### config.mk
export PLATFORM = sky130hd
export DESIGN_NAME = ioport_serial_capture
export DESIGN_NICKNAME = d
export VERILOG_FILES = /design/src/rtl/iocap_pkg.sv /design/src/rtl/iocap_ctrl.sv /design/src/rtl/iocap_piso.sv /design/src/rtl/iocap_decode.sv /design/src/rtl/ioport_serial_capture.sv
export SDC_FILE = /design/constraint.sdc
export NUM_CORES = 1
export LEC_CHECK = 0
export BUFFER_PORTS_ARGS = -buffer_cell sky130_fd_sc_hd__buf_2
export CAP_MARGIN = 20
export CORE_AREA = 2 2 39 41
export CTS_CLUSTER_DIAMETER = 80
export DETAILED_ROUTE_END_ITERATION = 7
export DIE_AREA = 0 0 41 43
export GPL_TIMING_DRIVEN = 0
export PLACE_DENSITY = 0.72
export SYNTH_ARGS = -nofsm -noshare
export SYNTH_HDL_FRONTEND = slang
export SYNTH_SLANG_ARGS = --single-unit
### constraint.sdc
create_clock -name clk -period 1.3 [get_ports clk]
set_clock_uncertainty 0.2 [all_clocks]
set_input_delay 0.26 -clock clk [delete_from_list [all_inputs] [get_ports clk]]
set_output_delay 0.26 -clock clk [all_outputs]
set_load 0.005 [all_outputs]
### src/rtl/iocap_pkg.sv
package iocap_pkg;

  // Operation applied to the capture register on a clock edge
  typedef enum logic [1:0] {
    CAP_HOLD  = 2'd0,
    CAP_LOAD  = 2'd1,
    CAP_SHIFT = 2'd2
  } cap_op_e;

endpackage

### src/rtl/iocap_ctrl.sv
module iocap_ctrl
  import iocap_pkg::*;
(
  input  logic    clk_mode,
  input  logic    shift_stb,
  output cap_op_e op
);

  // Low mode line forces a load; a strobe only counts while the line is high
  always_comb begin
    if (!clk_mode)      op = CAP_LOAD;
    else if (shift_stb) op = CAP_SHIFT;
    else                op = CAP_HOLD;
  end

endmodule

### src/rtl/iocap_piso.sv
module iocap_piso
  import iocap_pkg::*;
#(
  parameter int W = 8
) (
  input  logic         clk,
  input  logic         rst,
  input  cap_op_e      op,
  input  logic [W-1:0] par_in,
  input  logic         ser_in,
  output logic         ser_out
);

  logic [W-1:0] q;
  logic [W-1:0] shift_src;

  // Each cell takes its lower neighbour on a shift; the bottom cell takes the serial input
  assign shift_src = {q[W-2:0], ser_in};

  for (genvar i = 0; i < W; i++) begin : g_cell
    always_ff @(posedge clk) begin
      if (rst) begin
        q[i] <= 1'b0;
      end else begin
        unique case (op)
          CAP_LOAD:  q[i] <= par_in[i];
          CAP_SHIFT: q[i] <= shift_src[i];
          default:   q[i] <= q[i];
        endcase
      end
    end
  end

  assign ser_out = q[W-1];

endmodule

### src/rtl/iocap_decode.sv
module iocap_decode
  import iocap_pkg::*;
#(
  parameter int ADDR_W = 8,
  parameter int SEL_LO = 5,
  parameter int SEL_W  = 2
) (
  input  logic              clk,
  input  logic              rst,
  input  cap_op_e           op,
  input  logic [ADDR_W-1:0] addr,
  input  logic              io_req_n,
  input  logic              fetch_n,
  output logic              host_hit,
  output logic [SEL_W-1:0]  dev_sel
);

  localparam int HIT_BIT = ADDR_W - 1;

  logic             hit_d;
  logic [SEL_W-1:0] sel_d;

  // A port access (not an interrupt acknowledge) into the upper half
  assign hit_d = !io_req_n && fetch_n && addr[HIT_BIT];
  assign sel_d = hit_d ? addr[SEL_LO +: SEL_W] : '0;

  always_ff @(posedge clk) begin
    if (rst) begin
      host_hit <= 1'b0;
      dev_sel  <= '0;
    end else if (op == CAP_LOAD) begin
      host_hit <= hit_d;
      dev_sel  <= sel_d;
    end
  end

endmodule

### src/rtl/ioport_serial_capture.sv
module ioport_serial_capture
  import iocap_pkg::*;
#(
  parameter int ADDR_W = 8,
  parameter int SEL_LO = 5,
  parameter int SEL_W  = 2
) (
  input  logic              clk,
  input  logic              rst,
  input  logic              io_req_n,
  input  logic [ADDR_W-1:0] addr_lo,
  input  logic              fetch_n,
  input  logic              clk_mode,
  input  logic              shift_stb,
  output logic              ser_out,
  output logic              host_hit,
  output logic [SEL_W-1:0]  dev_sel
);

  cap_op_e op;

  iocap_ctrl u_ctrl (
    .clk_mode  (clk_mode),
    .shift_stb (shift_stb),
    .op        (op)
  );

  // The machine-cycle-one line feeds the serial input: it supplies the ninth bit
  iocap_piso #(.W(ADDR_W)) u_piso (
    .clk     (clk),
    .rst     (rst),
    .op      (op),
    .par_in  (addr_lo),
    .ser_in  (fetch_n),
    .ser_out (ser_out)
  );

  iocap_decode #(.ADDR_W(ADDR_W), .SEL_LO(SEL_LO), .SEL_W(SEL_W)) u_dec (
    .clk      (clk),
    .rst      (rst),
    .op       (op),
    .addr     (addr_lo),
    .io_req_n (io_req_n),
    .fetch_n  (fetch_n),
    .host_hit (host_hit),
    .dev_sel  (dev_sel)
  );

endmodule

Word-level counts from Yosys, hierarchy flattened --
Cells that the tools add are included.
Word-level totals: register bits 11, word-level logic and storage cells 27, input bits 14, output and inout bits 4
Operators by class: equal/unequal tests 2, mux-type cells 11, reduce and logical (&&, ||, !) cells 4
Operator list (number):
- $pmux 1 s2 | 8
- $mux 2 | 3
- $eq 2x1->1 const B | 1
- $eq 2x2->1 const B | 1
- $logic_and 1x1->1 | 2
- $reduce_bool 2->1 | 1
- $logic_not 1->1 | 1

Depth between registers and ports, before layout --
Gate-level depths: netlist of run 1.
depth after elaboration 4, depth in mapped cells 3, gate-level depth less buffers 2

Hierarchy --
Synthesis of run 1 repeated with hierarchy kept, for this count alone.
Unflattened totals: cell total of the unflattened synthesis 49, area total of the unflattened synthesis 534.3 um2
By module, submodules not included:
- iocap_piso | area each 390.4 um2, seq. area each 160.2 um2, times used 1, cells an instance 37
- iocap_decode | area each 133.9 um2, seq. area each 60.1 um2, times used 1, cells an instance 10
- iocap_ctrl | area each 10.0 um2, seq. area each 0.0 um2, times used 1, cells an instance 2

Worst setup path before layout of run 1 --
No wires, ideal clock.
kind input-to-reg, from input port shift_stb, to register u_piso.q[6], data required time 1.014 ns, arrival 0.686 ns, library setup time 0.086 ns, path slack 0.328 ns, cell stages on the path 3, cell sequence buf_6 -> mux2i_1 -> a211oi_1
Between the ends: longest elaborated chain between the ends 4
RTL lines:
- start: declaration | RTL line ioport_serial_capture.sv:14 | input logic shift_stb,
- $mux 2 (*) | RTL line iocap_ctrl.sv:12 | else if (shift_stb) op = CAP_SHIFT;
- $mux 2 (*) | RTL line iocap_ctrl.sv:11 | if (!clk_mode) op = CAP_LOAD;
- $eq 2x2->1 / $eq 2x1->1 (equally long branches) | RTL line iocap_piso.sv:25 | unique case (op)
- $pmux 1 s2 / $reduce_bool 2->1 (equally long branches)
- end signal: indexed assignment | RTL line iocap_piso.sv:26 | CAP_LOAD: q[i] <= par_in[i];
- end signal: indexed assignment | RTL line iocap_piso.sv:27 | CAP_SHIFT: q[i] <= shift_src[i];
- end signal: indexed assignment | RTL line iocap_piso.sv:28 | default: q[i] <= q[i];
- end: declaration | RTL line iocap_piso.sv:14 | logic [W-1:0] q;
Every way passes the cells marked *; elsewhere a longest branch is shown, timed or not. A chain may end at the register's enable or synchronous reset.

Worst setup path in the final report of run 1 --
from register u_dec.dev_sel[1], to output port dev_sel[1]
RTL lines:
- start: declaration | RTL line iocap_decode.sv:15 | output logic [SEL_W-1:0] dev_sel
- start signal: assignment | RTL line iocap_decode.sv:33 | dev_sel <= sel_d;
- end: declaration | RTL line ioport_serial_capture.sv:17 | output logic [SEL_W-1:0] dev_sel
No word-level cell between the ends.

==> run_results.csv, run 1 <==
group,metric,value,unit
status,status,"completed",
grt,met1_usage,14.9,%
clock_tree,cts-root-buf,"clkbuf_4",
grt,grt_use_total,12.6,%
setup_path,critPathCaptureType,"output port",
setup_path,cp_max_fo,2,
cells_and_area,diodes,0,
cells_and_area,seq_area,220,um^2
drt,viasPerCell,4.88,
power,ir_drop,416,uV
setup_path,worstSetupStartpointType,"flop",
drt,remaining_drc_errors,0,
grt,grtUsageMet3,3.14,%
setup_path,worstRegToRegCells,2,
power,power_density,1140,nW/um^2
place,io_buffer_count,16,
hold_path,hold_start,"addr_lo[1]",
clock_tree,cts_setup_buffers,0,
die,die_w,41,um
place,hpwl,692,um
drt,drtIter0Drc,1,
cells_and_area,drive_above_1_share,33.8,%
grt,top_usage_layer,"met2",
synth,ys_seq_elements,11,
grt,grtUsageMet2,18.1,%
cells_and_area,final_nets,83,
die,dieArea,1760,um^2
cells_and_area,final_area,604,um^2
setup_path,required,0.84,ns
clock_tree,cts.clk_slew.worst_paths,0.07,ns
die,core,1380,um^2
grt,grt_pass1_wl,1490,um
cells_and_area,multiInputGateArea,228,um^2
power,leakagePower,0.280,nW
drt,routed_wl,956,um
synth,avgSynthCellArea,9.96,um^2
flow_run,cap_violations,0,
clock_tree,clk_latency,0.27,ns
setup_path,cp_top_family,"flip-flops",
hold_path,whs_endpoint,"u_piso.q[1]$_SDFFE_PP0P_",
grt,grt_pass1_vias,381,
setup_path,max_stage_delay,0.32,ns
sta,slew_violations,0,
sta,setup_ws,0.136,ns
setup_path,slowest_stage,"dfxtp_1",
drt,antenna_left,0,
sta,tightest_slew,0.195,ns
die,core.rowCount,14,
synth,synth_nets,62,
die,die_height,43,um
sta,hold_viol,0,
place,placed_area,578,um^2
setup_path,reg2reg_from,"u_piso.q[2]$_SDFFE_PP0P_",
sta,tns,0,ns
cells_and_area,area_growth,26.4,%
setup_path,crit_chain,"buf_2",
sta,relSlewSlack,86.9,%
sta,period_minus_slack,1.16,ns
sta,timing.fmax,0.859,GHz
synth,ys_seq_area_share,46.1,%
clock_tree,cts_tree,"built",
cells_and_area,fillers,146,
sta,finalCritPeriodShare,89.6,%
grt,grt_overflow,0,
synth,synth.distinct_cells,12,
synth,syn_inst,48,
sta,rsz0062_at_grt,"no",
synth,syn_area,478,um^2
place,place_congestion,0.667,
setup_path,crit_type,"flop to output port",
setup_path,worstPathArrival,0.70,ns
synth,yosysWarnings,0,
die,ios,18,
hold_path,hold_depth,3,
drt,detailedRoute.firstPassIterationCount,4,
clock_tree,cts_sinks,11,
drt,wire_per_inst,11.4,um
clock_tree,cts_made_buffers,3,
place,pre_cts_ws,0.136,ns
grt,antenna_found_initial,0,
sta,final-setup-viol-count,0,
clock_tree,clockBufferDepth,2,
clock_tree,htree_levels,1,
die,start_util,34.5,%
clock_tree,cts-hold-fix-buffers,0,
setup_path,crit_buf_inv,1,
drt,vias,410,
setup_path,worstReg2RegEnd,"u_piso.q[2]$_SDFFE_PP0P_",
grt,grt_max_degree,11,
setup_path,r2r_slack,0.37,ns
hold_path,holdCritPathClass,"primary input to flop",
clock_tree,cts_resized,0,
[how the worst max path moves through the flow]
stage,cells after the start,slack [ns],startpoint,to
2_1_floorplan,3,0.33,shift_stb,u_piso.q[6]$_SDFFE_PP0P_
3_3_place_gp,4,0.17,clk_mode,u_piso.q[3]$_SDFFE_PP0P_
3_5_place_dp,4,0.14,clk_mode,u_piso.ser_out$_SDFFE_PP0P_
4_1_cts,1,0.12,u_dec.dev_sel[0]$_SDFFE_PP0N_,dev_sel[0]
5_1_grt,1,0.08,u_dec.host_hit$_SDFFE_PP0N_,host_hit
6_report,1,0.14,u_dec.dev_sel[1]$_SDFFE_PP0N_,dev_sel[1]
[metrics by stage]
step,util [%],hold WS [ns],total power [mW],std cells
6_report,43.7,0.0573,0.689,84
5_1_grt,43.7,0.0567,0.737,84
4_1_cts,43.7,0.0581,0.700,84
3_5_place_dp,41.8,0.273,0.467,80
3_3_place_gp,41.8,0.268,0.464,80
2_1_floorplan,-,0.203,0.430,48
[cells by family after synthesis]
| group | synth area share, % |
|---|---|
| compound gates | 16.2 |
| flops | 46.1 |
| simple gates | 14.7 |
| buf+inv | 6.28 |
| mux | 16.8 |
[flip-flops by register name, summed over array words and instances (netlist names)]
register	cells
u_dec.host_hit	1
u_dec.dev_sel	2
u_piso.ser_out	1
u_piso.q	7
[power breakdown]
group / switching (mW) / internal, mW
clock: 0.113 / 0.119
combinational: 0.0429 / 0.0480
sequential: 0.00990 / 0.357
[cells in the final DEF, fill, tap and decap left out]
| master | instances |
|---|---|
| inv_1 | 1 |
| clkbuf_1 | 1 |
| nand3b_1 | 3 |
| dfxtp_1 | 11 |
| nor2_1 | 8 |
| buf_2 | 19 |
| a211oi_1 | 8 |
| clkbuf_4 | 3 |
| o31ai_1 | 1 |
| nand4bb_1 | 1 |
| mux2i_1 | 8 |
| nand2b_1 | 1 |
| o21ai_0 | 2 |
| buf_6 | 1 |
[layer usage]
layer  wire length [um]  part of all wire [%]  up-vias
li1                   -                     -      213
met1                432                    45      181
met2                453                    47       11
met3                 36                   3.8        5
met4                 33                   3.5        0
met5                  0                     0        -
[area by class of cell]
type                       count  area share, %
buffer                         4           4.35
clock buffer                   4           4.35
timing repair buffer          16           13.3
sequential                    11           36.4
tap                           16           3.31
multi-input combinational     32           37.7
inverter                       1          0.621
[synthesized netlist by cell type (all sizes together)]
master / count / area [um^2]
nand4bb: 1 / 11.3
a211oi: 8 / 60.1
o31ai: 1 / 7.51
nor2: 8 / 30.0
mux2i: 8 / 80.1
inv: 1 / 3.75
nand3b: 3 / 22.5
buf: 4 / 26.3
nand2b: 1 / 6.26
dfxtp: 11 / 220
o21ai: 2 / 10.0
Power figures use the tool's default switching activity.
==> run 2, diff against run 1 <==
- PLACE_DENSITY: 0.72 -> 0.77
- SYNTH_HIERARCHICAL: default -> 1
==> run 2 against run 1 <==
Effect of this change: routed wire length increased by 1.9%; via count increased by 2.2%; sequential share of layout area decreased by 4.2 points; critical endpoint is now u_piso/q[2]$_SDFFE_PP0P_; count of clock-buffer cells in the layout unchanged; largest cell class unchanged; register-to-register slack got worse by 0.07 ns; synthesized area increased by 12%; die area unchanged; highest routed layer unchanged; critical path depth increased by 5; sequential cell count unchanged; critical path type is now primary input to flop; core utilization increased by 5.7 points.
==> run_results.csv, run 2 <==
group,metric,value,unit
status,status,"completed",
setup_path,worstReg2RegEnd,"u_piso/q[2]$_SDFFE_PP0P_",
synth,ys_seq_elements,11,
hold_path,hold_start,"addr_lo[5]",
grt,antenna_found_initial,0,
clock_tree,cts_made_buffers,3,
synth,yosys.area_share.adder,2.34,%
synth,synth_top_area_share,41.2,%
clock_tree,cts.clk_slew.worst_paths,0.07,ns
sta,relSlewSlack,82.6,%
sta,final-setup-viol-count,0,
sta,rsz0062_at_grt,"no",
synth,syn_inst,49,
sta,period_minus_slack,1.22,ns
power,ir_drop,485,uV
drt,viasPerCell,4.87,
clock_tree,cts-hold-fix-buffers,0,
drt,detailedRoute.firstPassIterationCount,3,
flow_run,cap_violations,0,
clock_tree,clockBufferDepth,2,
synth,netlist_top_cells_area,"dfxtp_1 41%, mux2i_1 15%, a211oi_1 11%",
die,dieArea,1760,um^2
clock_tree,clk_latency,0.26,ns
die,die_w,41,um
drt,antenna_left,0,
setup_path,cp_max_fo,8,
synth,synth-main-ff-cell,"dfxtp_1",
cells_and_area,layout_common_cells,"17 x buf_2, 11 x dfxtp_1, 8 x mux2i_1",
place,io_buffer_count,17,
die,start_util,38.6,%
power,power_density,1090,nW/um^2
synth,synth_edf_count,0,
cells_and_area,largest_register,"u_piso/q",
synth,synth.most_common_cell,"dfxtp_1",
place,placed_area,652,um^2
drt,remaining_drc_errors,0,
synth,synth_top_area_cell,"dfxtp_1",
synth,synth.distinct_cells,16,
sta,slew_violations,0,
die,die_height,43,um
setup_path,crit_path_start,"shift_stb",
clock_tree,cts_sinks,11,
setup_path,crit_type,"primary input to flop",
cells_and_area,multiInputGateArea,304,um^2
cells_and_area,final_common_cell,"buf_2",
power,p_total,742,uW
setup_path,worstSetupStartpointType,"primary input",
place,hpwl,750,um
sta,tns,0,ns
cells_and_area,largest_registers,"u_piso/q x7, u_dec/dev_sel x2",
synth,avgSynthCellArea,10.9,um^2
setup_path,worstRegToRegCells,2,
die,ios,18,
synth,ys_seq_area_share,41.2,%
synth,syn_area,534,um^2
setup_path,worstPathArrival,1.20,ns
drt,routed_wl,974,um
clock_tree,cts_tree,"built",
synth,yosysWarnings,6,
die,core.rowCount,14,
place,pre_cts_ws,-0.202,ns
die,core,1380,um^2
synth,synthSimpleGateAreaFrac,19.7,%
synth,synth_compound_area_share,16.6,%
grt,grt_max_degree,10,
cells_and_area,final_nets,86,
synth,async_flop_share,0,%
grt,grt_overflow,0,
drt,drtIter0Drc,1,
hold_path,holdCritPathClass,"primary input to flop",
sta,setup_ws,0.0759,ns
synth,yosys-top-cells-count,"11 x dfxtp_1, 8 x a211oi_1, 8 x mux2i_1",
setup_path,required,1.27,ns
place,place_congestion,0.685,
setup_path,endpoint,"u_piso/q[2]$_SDFFE_PP0P_",
sta,finalCritPeriodShare,94.2,%
sta,holdWs,0.0364,ns
cells_and_area,area_growth,27.9,%
clock_tree,htree_levels,1,
cells_and_area,diodes,0,
drt,vias,419,
sta,tightest_slew,0.260,ns
clock_tree,cts-root-buf,"clkbuf_4",
setup_path,r2r_slack,0.30,ns
synth,yosys-mux-area-fraction,15.0,%
grt,grt_pass1_wl,1600,um
cells_and_area,drive_above_1_share,42.9,%
setup_path,reg2reg_from,"u_piso/q[2]$_SDFFE_PP0P_",
synth,synth_top_family_by_area,"simple AND/OR/NAND/NOR gates",
drt,wire_per_inst,11.3,um
sta,hold_viol,0,
cells_and_area,largest_reg_flops,7,
cells_and_area,seq_area,220,um^2
power,leakagePower,0.300,nW
synth,synth-xor-area-share,0,%
setup_path,critPathCaptureType,"flop",
cells_and_area,fillers,140,
synth,synth_nets,64,
grt,grt_use_total,14.2,%
grt,grt_pass1_vias,391,
cells_and_area,final_area,683,um^2
sta,timing.fmax,0.817,GHz
[run 2: area by class of cell]
cell class	instances	share of cell area, %
well taps	16	2.93
multi-input cells	33	44.5
repair buffers	17	12.5
inverters	3	1.65
clock buffers	4	3.85
plain buffers	2	2.38
flip-flops and latches	11	32.2
[run 2: worst min path at each step]
stage / to / slack [ns] / cells after the start
after floorplan: u_dec/dev_sel[0]$_SDFFE_PP0N_ / 0.20 / 1
after global placement: u_dec/host_hit$_SDFFE_PP0N_ / 0.25 / 1
after detailed placement: u_dec/dev_sel[0]$_SDFFE_PP0N_ / 0.25 / 1
after CTS: u_dec/dev_sel[0]$_SDFFE_PP0N_ / 0.02 / 2
after global routing: u_dec/dev_sel[0]$_SDFFE_PP0N_ / 0.01 / 2
final: u_dec/dev_sel[0]$_SDFFE_PP0N_ / 0.04 / 2
[run 2: timing repair]
| item | in CTS | in global routing |
|---|---|---|
| gates resized for setup | 0 | 1 |
| hold endpoints to repair | 0 | 0 |
| endpoints found under the setup margin | 0 | 1 |
| buffers inserted | 0 | 0 |
[run 2: per-stage QoR]
| step | std cells | utilization (%) |
|---|---|---|
| after global routing | 86 | 49.4 |
| final | 86 | 49.4 |
| after global placement | 82 | 47.1 |
| after detailed placement | 82 | 47.1 |
| after CTS | 86 | 49.0 |
| after floorplan | 49 | - |
[run 2: metal layers]
metal	up-vias	wire, um	GRT usage, %
li1	217	-	-
met1	187	431	16.9
met2	13	461	18.8
met3	2	59	4.71
met4	0	22	13.3
met5	-	0	0
[run 2: power by group]
group          switching [mW]  internal [mW]
logic                  0.0636         0.0730
registers              0.0117          0.364
clock network           0.111          0.119
total                   0.186          0.555
[run 2: kinds of logic (layout without fill, tap and decap cells)]
logic type | count (synthesis) | in the layout
AND/OR/NAND/NOR | 13 | 13
multiplexers | 8 | 8
buffers and inverters | 5 | 26
AO/OA/AOI/OAI | 11 | 11
adder cells (fa/ha/maj) | 1 | 1
flip-flops | 11 | 11
[run 2: critical path, stage by stage]
cell	delay, ns
buf_2	0.09
and2_1	0.18
ha_4	0.16
buf_6	0.14
mux2i_1	0.12
a211oi_1	0.24
